**src/rtl/swmap_pkg.sv**
```systemverilog
package swmap_pkg;

    typedef logic [1:0] bank_t;

    localparam int NUM_BANKS  = 3;
    localparam int NUM_PHASES = 4;

    // bank of the window that is k periods older than the current one
    function automatic bank_t bank_back(bank_t cur, int unsigned k);
        int unsigned v;
        v = {30'd0, cur} + 32'(NUM_BANKS * NUM_PHASES) - k;
        return bank_t'(v % NUM_BANKS);
    endfunction

endpackage

```
**src/rtl/swmap_tick.sv**
```systemverilog
module swmap_tick #(
    parameter int M     = 32,
    parameter int LEN_W = 13,
    localparam int SW   = $clog2(M),
    localparam int PW   = LEN_W + 1
) (
    input  logic             clk,
    input  logic             rst_n,
    input  logic             start,
    input  logic [LEN_W-1:0] frame_len,
    output logic             busy,
    output logic             done,
    output logic [PW-1:0]    per,
    output logic [SW-1:0]    cyc,
    output logic [PW-1:0]    nwin,
    output logic [SW:0]      lastlen,
    output logic             go,
    output logic             adv
);

    typedef struct packed {
        logic          busy;
        logic          done;
        logic [PW-1:0] per;
        logic [SW-1:0] cyc;
        logic [PW-1:0] nwin;
        logic [SW:0]   lastlen;
    } tick_t;

    tick_t st_d, st_q;
    logic [PW-1:0] nwin_calc;
    logic [SW:0]   last_calc;
    logic          final_cyc;

    always_comb begin
        nwin_calc = PW'((32'(frame_len) + 32'(M) - 32'd1) / 32'(M));
        last_calc = (SW+1)'(32'(frame_len) - (32'(nwin_calc) - 32'd1) * 32'(M));
        go        = start && !st_q.busy && (frame_len != '0);
        final_cyc = st_q.busy && (st_q.per == st_q.nwin + PW'(3))
                    && ({1'b0, st_q.cyc} == st_q.lastlen - (SW+1)'(1));
        adv       = st_q.busy && !final_cyc && (st_q.cyc == SW'(M - 1));

        st_d = st_q;
        if (go) begin
            st_d.busy    = 1'b1;
            st_d.done    = 1'b0;
            st_d.per     = PW'(1);
            st_d.cyc     = '0;
            st_d.nwin    = nwin_calc;
            st_d.lastlen = last_calc;
        end else if (final_cyc) begin
            st_d.busy = 1'b0;
            st_d.done = 1'b1;
            st_d.cyc  = '0;
        end else if (adv) begin
            st_d.cyc = '0;
            st_d.per = st_q.per + PW'(1);
        end else if (st_q.busy) begin
            st_d.cyc = st_q.cyc + SW'(1);
        end
    end

    always_ff @(posedge clk or negedge rst_n) begin
        if (!rst_n) st_q <= '0;
        else        st_q <= st_d;
    end

    assign busy    = st_q.busy;
    assign done    = st_q.done;
    assign per     = st_q.per;
    assign cyc     = st_q.cyc;
    assign nwin    = st_q.nwin;
    assign lastlen = st_q.lastlen;

    // an accepted start always lands on period 1, cycle 0
    assert_start_lands_R2: assert property (@(posedge clk) disable iff (!rst_n)
        go |=> (busy && per == PW'(1) && cyc == '0));

    // the frame always closes in its final period
    assert_close_final_R9: assert property (@(posedge clk) disable iff (!rst_n)
        $fell(busy) |-> (done && per == nwin + PW'(3)));

endmodule

```
**src/rtl/swmap_bank_rot.sv**
```systemverilog
module swmap_bank_rot
    import swmap_pkg::*;
#(
    parameter int TAPS = NUM_PHASES
) (
    input  logic                 clk,
    input  logic                 rst_n,
    input  logic                 clr,
    input  logic                 adv,
    output logic [TAPS-1:0][1:0] taps
);

    bank_t cur_d, cur_q;

    always_comb begin
        cur_d = cur_q;
        if (clr)      cur_d = '0;
        else if (adv) cur_d = (cur_q == bank_t'(NUM_BANKS - 1)) ? '0 : cur_q + bank_t'(1);
    end

    always_ff @(posedge clk or negedge rst_n) begin
        if (!rst_n) cur_q <= '0;
        else        cur_q <= cur_d;
    end

    for (genvar k = 0; k < TAPS; k++) begin : g_tap
        assign taps[k] = bank_back(cur_q, k);
    end

    // each period boundary moves the write bank on by one, modulo three
    assert_rotate_R3: assert property (@(posedge clk) disable iff (!rst_n)
        (adv && !clr) |=> (cur_q != $past(cur_q) && cur_q != bank_t'(NUM_BANKS)));

endmodule

```
**src/rtl/swmap_slot.sv**
```systemverilog
module swmap_slot #(
    parameter int M   = 32,
    localparam int SW = $clog2(M)
) (
    input  logic [SW-1:0] stage,
    input  logic          odd_win,
    output logic [SW-1:0] slot
);

    always_comb begin
        if (odd_win) slot = stage;
        else         slot = SW'(M - 1) - stage;
    end

endmodule

```
**src/rtl/swmap_sched.sv**
```systemverilog
module swmap_sched
    import swmap_pkg::*;
#(
    parameter int M     = 32,
    parameter int LEN_W = 13,
    localparam int SW   = $clog2(M)
) (
    input  logic             clk,
    input  logic             rst_n,
    input  logic             start,
    input  logic [LEN_W-1:0] frame_len,
    output logic             busy,
    output logic             done,
    output logic             bmg_en,
    output logic [1:0]       bmg_bank,
    output logic [SW-1:0]    bmg_addr,
    output logic             fwd_en,
    output logic             fwd_init,
    output logic [1:0]       fwd_bank,
    output logic [SW-1:0]    fwd_addr,
    output logic             dum_en,
    output logic             dum_seed,
    output logic             dum_seed_est,
    output logic [1:0]       dum_bank,
    output logic [SW-1:0]    dum_addr,
    output logic             llr_valid,
    output logic             bwd_seed,
    output logic             bwd_seed_dum,
    output logic [1:0]       bwd_bank,
    output logic [SW-1:0]    bwd_addr,
    output logic [LEN_W-1:0] llr_idx
);

    localparam int PW = LEN_W + 1;

    logic [PW-1:0]   per, nwin;
    logic [SW-1:0]   cyc;
    logic [SW:0]     lastlen;
    logic            go, adv;
    logic [NUM_PHASES-1:0][1:0]    taps;
    logic [NUM_PHASES-1:0]         act;
    logic [NUM_PHASES-1:0][SW-1:0] slot;
    logic [SW-1:0]   bwd_stage;

    swmap_tick #(.M(M), .LEN_W(LEN_W)) u_tick (
        .clk(clk), .rst_n(rst_n), .start(start), .frame_len(frame_len),
        .busy(busy), .done(done), .per(per), .cyc(cyc), .nwin(nwin),
        .lastlen(lastlen), .go(go), .adv(adv)
    );

    swmap_bank_rot #(.TAPS(NUM_PHASES)) u_rot (
        .clk(clk), .rst_n(rst_n), .clr(go), .adv(adv), .taps(taps)
    );

    // phase k serves window per-k; odd k walks its window downwards
    for (genvar k = 0; k < NUM_PHASES; k++) begin : g_ph
        logic [PW-1:0] win;
        logic [SW:0]   wl;
        logic          a;
        logic [SW-1:0] stg;

        always_comb begin
            win = per - PW'(k);
            wl  = (win == nwin) ? lastlen : (SW+1)'(M);
            a   = busy && (win != '0) && (win <= nwin) && ({1'b0, cyc} < wl);
            if (k % 2 == 1) stg = SW'(wl - (SW+1)'(1) - {1'b0, cyc});
            else            stg = cyc;
        end

        swmap_slot #(.M(M)) u_slot (.stage(stg), .odd_win(win[0]), .slot(slot[k]));
        assign act[k] = a;

        if (k == NUM_PHASES - 1) begin : g_idx
            assign bwd_stage = stg;
        end
    end

    always_comb begin
        bmg_en       = act[0];
        bmg_bank     = taps[0];
        bmg_addr     = slot[0];

        fwd_en       = act[2];
        fwd_bank     = taps[2];
        fwd_addr     = slot[2];
        fwd_init     = act[2] && (per == PW'(3)) && (cyc == '0);

        dum_en       = act[1] && (per >= PW'(3));
        dum_bank     = taps[1];
        dum_addr     = slot[1];
        dum_seed     = dum_en && (cyc == '0);
        dum_seed_est = (per <= nwin);

        llr_valid    = act[3];
        bwd_bank     = taps[3];
        bwd_addr     = slot[3];
        bwd_seed     = act[3] && (cyc == '0);
        bwd_seed_dum = (per <= nwin + PW'(2));
        llr_idx      = LEN_W'(per - PW'(4)) * LEN_W'(M) + LEN_W'(bwd_stage);
    end

    // the forward memory slot read is the slot rewritten in that cycle
    assert_fm_slot_R7: assert property (@(posedge clk) disable iff (!rst_n)
        (fwd_en && llr_valid) |-> (fwd_addr == bwd_addr));

    // a shared branch-metric bank is read and rewritten at the same slot
    assert_bm_slot_R7: assert property (@(posedge clk) disable iff (!rst_n)
        (bmg_en && llr_valid) |-> (bmg_addr == bwd_addr && bmg_bank == bwd_bank));

    // generation never writes the bank the forward pass is reading
    assert_bank_distinct_R3: assert property (@(posedge clk) disable iff (!rst_n)
        (bmg_en && fwd_en) |-> (bmg_bank != fwd_bank && bmg_bank != dum_bank));

    // nothing is enabled outside a frame
    assert_idle_quiet_R1: assert property (@(posedge clk) disable iff (!rst_n)
        !busy |-> !(bmg_en || fwd_en || dum_en || llr_valid));

    // forward initialisation happens at stage 0 of window 1 in bank 0
    assert_fwd_init_R4: assert property (@(posedge clk) disable iff (!rst_n)
        fwd_init |-> (fwd_en && fwd_addr == '0 && fwd_bank == 2'd0));

    // within a window the LLR index counts down by one each cycle
    assert_llr_step_R6: assert property (@(posedge clk) disable iff (!rst_n)
        (llr_valid && $past(llr_valid) && !bwd_seed) |-> (llr_idx == $past(llr_idx) - LEN_W'(1)));

    // done and busy never overlap
    assert_done_idle_R9: assert property (@(posedge clk) disable iff (!rst_n)
        done |-> !busy);

endmodule

```
**config.mk**
```make
export PLATFORM = sky130hd
export DESIGN_NAME = swmap_sched
export DESIGN_NICKNAME = d
export VERILOG_FILES = /design/src/rtl/swmap_pkg.sv /design/src/rtl/swmap_tick.sv /design/src/rtl/swmap_bank_rot.sv /design/src/rtl/swmap_slot.sv /design/src/rtl/swmap_sched.sv
export SDC_FILE = /design/constraint.sdc
export NUM_CORES = 1
export LEC_CHECK = 0
export BUFFER_PORTS_ARGS = -buffer_cell sky130_fd_sc_hd__buf_2
export CORE_MARGIN = 10
export CORE_UTILIZATION = 45
export CTS_CLUSTER_SIZE = 40
export DETAILED_ROUTE_END_ITERATION = 12
export PLACE_DENSITY = 0.6
export RECOVER_POWER = 50
export SETUP_SLACK_MARGIN = 0.15
export SYNTH_ARGS = -nofsm -noshare
export SYNTH_HDL_FRONTEND = slang
export SYNTH_SLANG_ARGS = --single-unit
```
**constraint.sdc**
```tcl
create_clock -name clk -period 6.4 [get_ports clk]
set_input_delay 1.28 -clock clk [delete_from_list [all_inputs] [get_ports clk]]
set_output_delay 1.28 -clock clk [all_outputs]
set_load 0.02 [all_outputs]
```
# Word-level counts from Yosys, hierarchy flattened
# Cells that the tools add are included.
dict set report classes {
  magnitude_cmp 10
  n_reduce_logical 35
  eq_ne 10
  addsub 26
  n_mux 18
  div 4
}
# cell n
set op_table {}
lappend op_table {{32-bit by 2-bit modulo with 32-bit output (second input constant)} 4}
lappend op_table {{14-bit == test} 5}
lappend op_table {{14-bit less-or-equal comparator} 5}
lappend op_table {{32-bit by 2-bit subtractor with 32-bit output (second input constant)} 2}
lappend op_table {{14-bit nonzero test} 4}
lappend op_table {{5-bit two-way mux} 7}
lappend op_table {{32-bit by 1-bit subtractor with 32-bit output (second input constant)} 1}
lappend op_table {{14-bit by 2-bit adder with 14-bit output (second input constant)} 2}
lappend op_table {{14-bit two-way mux} 2}
lappend op_table {{14-bit by 2-bit subtractor with 14-bit output (second input constant)} 2}
lappend op_table {{5-bit by 6-bit less-than comparator with 1-bit output} 4}
lappend op_table {{6-bit two-way mux} 4}
lappend op_table {{1-bit logical AND} 23}
lappend op_table {{21-bit two-way mux} 1}
lappend op_table {{14-bit by 1-bit subtractor with 15-bit output (second input constant)} 1}
lappend op_table {{5-bit subtractor (first input constant)} 3}
lappend op_table {{13-bit by 6-bit adder with 14-bit output (second input constant)} 1}
lappend op_table {{14-bit by 1-bit adder with 14-bit output (second input constant)} 1}
lappend op_table {{14-bit by 2-bit == test with 1-bit output (second input constant)} 1}
lappend op_table {{14-bit by 2-bit greater-or-equal comparator with 1-bit output (second input constant)} 1}
lappend op_table {{14-bit by 1-bit subtractor with 14-bit output (second input constant)} 1}
lappend op_table {{13-bit by 5-bit adder with 13-bit output} 1}
lappend op_table {{13-bit nonzero test} 1}
lappend op_table {{5-bit by 1-bit subtractor with 5-bit output (second input constant)} 2}
lappend op_table {{18 further kinds} 24}
dict set report totals {
  input_bits 16
  elab_cells 110
  reg_bits 43
}

# Logic depth before layout (Yosys ltp)
dict set report depth {
  depth_word 10
  depth_mapped 20
  ltp_nobuf 19
}

# Modules after synthesis
# From an unflattened synthesis, not the netlist that was laid out.
dict set report unflattened {
  cells_unflattened 760
  hier_area_um2 6221.0
}
# module seq_area_each_um2 n_inst cells_per_inst area_each_um2
set modules_own_cells {}
lappend modules_own_cells {swmap_sched 0.0 1 466 3515.9}
lappend modules_own_cells {swmap_tick 900.9 1 252 2308.5}
lappend modules_own_cells {swmap_slot 0.0 4 6 55.1}
lappend modules_own_cells {swmap_bank_rot 50.0 1 18 176.4}

# Least setup slack after synthesis
# No wires, ideal clock.
dict set report synth_timing {
  path_type {register -> output}
  startpoint {register u_tick.st_q (netlist bit u_tick.per[2])}
  endpoint {output port fwd_init}
  stages_incl_launch_ff 20
  slack_ps 224
  arrival_ps 4896
  path_buffers 2
  path_cell_list {dfrtp_1 -> buf_2 -> inv_1 -> ha_1 -> clkbuf_1 -> a21boi_0 -> nand2_1 -> xnor2_1 -> ha_1 -> nand3_1 -> or3_1 -> nor4_1 -> nand2_1 -> ha_1 -> a21o_1 -> a21o_1 -> a21o_1 -> a21oi_1 -> o311ai_1 -> nor4_1}
}
dict set report synth_via {
  elab_chain_len 7
  elab_cells_between_ends 12
}
# element line_no
set synth_rtl {}
lappend synth_rtl {{from (decl)} swmap_tick.sv:30} ;# tick_t st_d, st_q;
lappend synth_rtl {{from (signal assigned)} swmap_tick.sv:65} ;# else st_q <= st_d;
lappend synth_rtl {{14-bit by 2-bit subtractor with 14-bit output} swmap_sched.sv:63} ;# win = per - PW'(k);
lappend synth_rtl {{14-bit == test or 14-bit nonzero test (tied branches)} {swmap_sched.sv:64, swmap_sched.sv:65}}
lappend synth_rtl {{6-bit two-way mux or 1-bit logical AND (tied branches)} {swmap_sched.sv:64, swmap_sched.sv:65}}
lappend synth_rtl {{5-bit by 6-bit less-than comparator with 1-bit output or 1-bit logical AND (tied branches)} swmap_sched.sv:65} ;# a = busy && (win != '0) && (win <= nwin) && ({1'b0, cyc} < wl);
lappend synth_rtl {{1-bit logical AND} swmap_sched.sv:65}
lappend synth_rtl {{1-bit logical AND * (2 in series)} swmap_sched.sv:86} ;# fwd_init = act[2] && (per == PW'(3)) && (cyc == '0);
lappend synth_rtl {{to (decl)} swmap_sched.sv:18} ;# output logic fwd_init,
# Every way passes the cells marked *; elsewhere a longest branch is shown, timed or not.

# Final worst setup path
# Same ends and word-level chain as after synthesis.

==> metrics <==
M3 GR Usage 0.0238; Hold Path Stages 2; Nets 838; Synth Flop Type dfrtp_1; row count 40; io pins 68; RSZ-0062 raised after global routing yes; final slew viol count 39; Diodes inserted 0; IO Port Bufs 67; # Max-Cap Violations 1; Arr. time, crit path 4.75 ns; Yosys reg bits 38; commonest non-fill, non-tap cells in the layout 90 x ha_1, 71 x nand2_1, 58 x xnor2_1, 54 x buf_2, 48 x inv_1; Worst-Margin Slew around 2.1 ns; final setup fails 0; clock skew a little over 0.007 ns; core area between 0.01 and 0.015 sq mm; synthesized area per cell ~8.1 sq um; adder-cell share of the synthesized area 0.213; Starting Density 0.461; # DRC 0; worst r2r path cells 7; syn nets slightly below 800; outcome finished, violations left; final hold violations 0; Leak between 2 and 3 nW; Tcrit/Tclk final 0.943; total chip power around 0.54 mW; Distinct cells, synth 70; FILL cells roughly 1.2k; met2 Track Usage GR 0.315; routed wire length per instance 18.8 microns; Synth Instances just under 700; share of layout cells above drive strength 1 0.137; Die Y about 130 microns; largest family of logic cells by synthesized area simple AND/OR/NAND/NOR gates; Synth async-reset ratio 1.00; CP required about 5.1 ns; Clock Sinks 38; f_max roughly 170 MHz; FF+latch area 951 sq um; Yosys Warn Count 0; Clk Tree Root Cell clkbuf_16; CTS tree yes; max_slew headroom -0.428; Worst Path Max Fanout 7; vias in the first global route roughly 4.9k; post-CTS setup buffer count 0; hold_buf cts 0; Hold Path Class reg -> reg; Sum Neg Setup Slack 0 ns; post-synthesis compound-gate area fraction 0.156; routed wire length ~16000 microns; area occupied by multi-input gates roughly 0.0042 sq mm; worst skew pair latency slightly below 0.3 ns; Synth Area in XOR/XNOR 0.133; CTS HTree Levels 2; Pre-antenna DRT Iters 5; Fin Hold WS between 0.5 and 0.6 ns; DR vias/cell approximately 5.8; clk slew on worst S/H paths around 0.060 ns; M1 GR Usage 0.255; Final min period just over 6 ns; Setup crit end kind output pin; Layout area overhead 9.85%; CTS Buf Count 5; failing checks capacitance limit, slew limit; die width 131 microns; gr busiest metal met2; via count just over 5k; mux contribution to synthesized area 0.00971; GRT Overall Usage 0.192; power density over the cells between 80 and 90 mW/mm^2; critical path class reg -> out; Antenna Nets Post-Route 0; maximum vdd drop around 0.000088 V; die outline area 0.0172 sq mm; Mapped Area between 0.005 and 0.006 sq mm; Post-DP HPWL between 10000 and 15000 microns; first-pass GRT wire length 25900 microns; gr ovfl total 0; Final Wtd Congestion roughly 0.95; commonest non-fill, non-tap cell in the layout ha_1; pin count of the biggest net entering global routing 39; number of synthesized flops with an enable pin 0; Starting DRT DRC Count 391; initial antenna violation count 0; Post-Synth Simple-Gate Area 0.234; Max clock buf depth 2; startpoint types flop; Seq/Total Area, Yosys 0.172
registers in the layout (all words and copies together), names as in the netlist:
name and count:
u_rot.cur_q 2, u_tick.busy 1, u_tick.cyc 5, u_tick.done 1, u_tick.lastlen 6, u_tick.nwin 9, u_tick.per 14
final timing paths:
| path | slack (ns) | to | startpoint |
|---|---|---|---|
| max | 0.37 | fwd_init | u_tick.per[2] |
| min | 0.52 | u_tick.done | u_tick.done |
| max reg2reg | 3.10 | u_rot.cur_q[1] | u_tick.per[0] |
| min reg2reg | 0.52 | u_tick.done | u_tick.done |
| max in group asynchronous | 3.55 | u_tick.per[1] | rst_n |
| min in group asynchronous | 1.61 | u_tick.cyc[1] | rst_n |
worst max-delay path: stages (launching register included):
cell	delay (ns)
dfrtp_1	0.38
inv_2	0.12
ha_2	0.23
or4b_1	0.51
or3_1	0.37
nand2_1	0.11
ha_1	0.15
nand3_1	0.09
or3_1	0.39
nor4_4	0.39
nand2_1	0.10
ha_1	0.27
a21o_1	0.16
a21o_1	0.18
a21o_1	0.18
a21oi_1	0.14
o311ai_1	0.15
nor4_2	0.31
buf_2	0.23
cell type report:
cell class / instances / share of cell area
Timing Repair Buffer: 82 / 0.0703
Clock inverter: 3 / 0.00740
Tap cell: 147 / 0.0302
Clock buffer: 5 / 0.0206
Sequential cell: 38 / 0.156
Inverter: 50 / 0.0308
Multi-Input combinational cell: 552 / 0.684
stage by stage:
stage | cells | utilization | worst slack [ns] | area (sq um)
floorplan | 685 | - | 0.224 | 5540
global placement | 869 | 0.492 | 0.527 | 5910
detailed placement | 869 | 0.492 | 0.322 | 5910
CTS | 877 | 0.506 | 0.166 | 6080
global route | 877 | 0.507 | 0.113 | 6090
finish | 877 | 0.507 | 0.368 | 6090
power by group:
group          switching (mW)  total, mW  internal [mW]
sequential                  0      0.240          0.240
clock                   0.103      0.287          0.184
combinational          0.0111     0.0171        0.00594
total                   0.115      0.545          0.430
cell families (layout without fill, tap and decap cells):
| family | Yosys count | after routing |
|---|---|---|
| muxes | 5 | 5 |
| DFF | 38 | 38 |
| adders and majority gates | 93 | 93 |
| and+or+nand+nor | 239 | 239 |
| AOI/OAI and AO/OA | 131 | 131 |
| buffers and inverters | 95 | 140 |
| xor gates and xnor gates | 84 | 84 |
cells in the mapped netlist (all sizes together) (13+ instances only):
library cell | n | share of area
dfrtp | 38 | 0.17
nand4 | 13 | 0.015
nor2 | 29 | 0.020
clkbuf | 15 | 0.010
buf | 29 | 0.037
xnor2 | 58 | 0.092
nand2 | 71 | 0.048
o21ai | 30 | 0.027
inv | 50 | 0.034
nor4 | 18 | 0.028
and3 | 13 | 0.015
nand3 | 28 | 0.026
a21oi | 33 | 0.030
xor2 | 26 | 0.041
a21o | 17 | 0.023
ha | 91 | 0.21
routing by layer:
layer / up-vias / wire length [microns]
li1: 2493 / -
met1: 2369 / 7500
met2: 168 / 7610
met3: 32 / 971
met4: 0 / 386
met5: - / 0
what timing repair did:
action,CTS,global route
resized for setup,1,6
cloned,0,0
pin swaps,0,0
setup endpoints to repair,1,6
No activity file was read; power rests on OpenSTA's default activity.
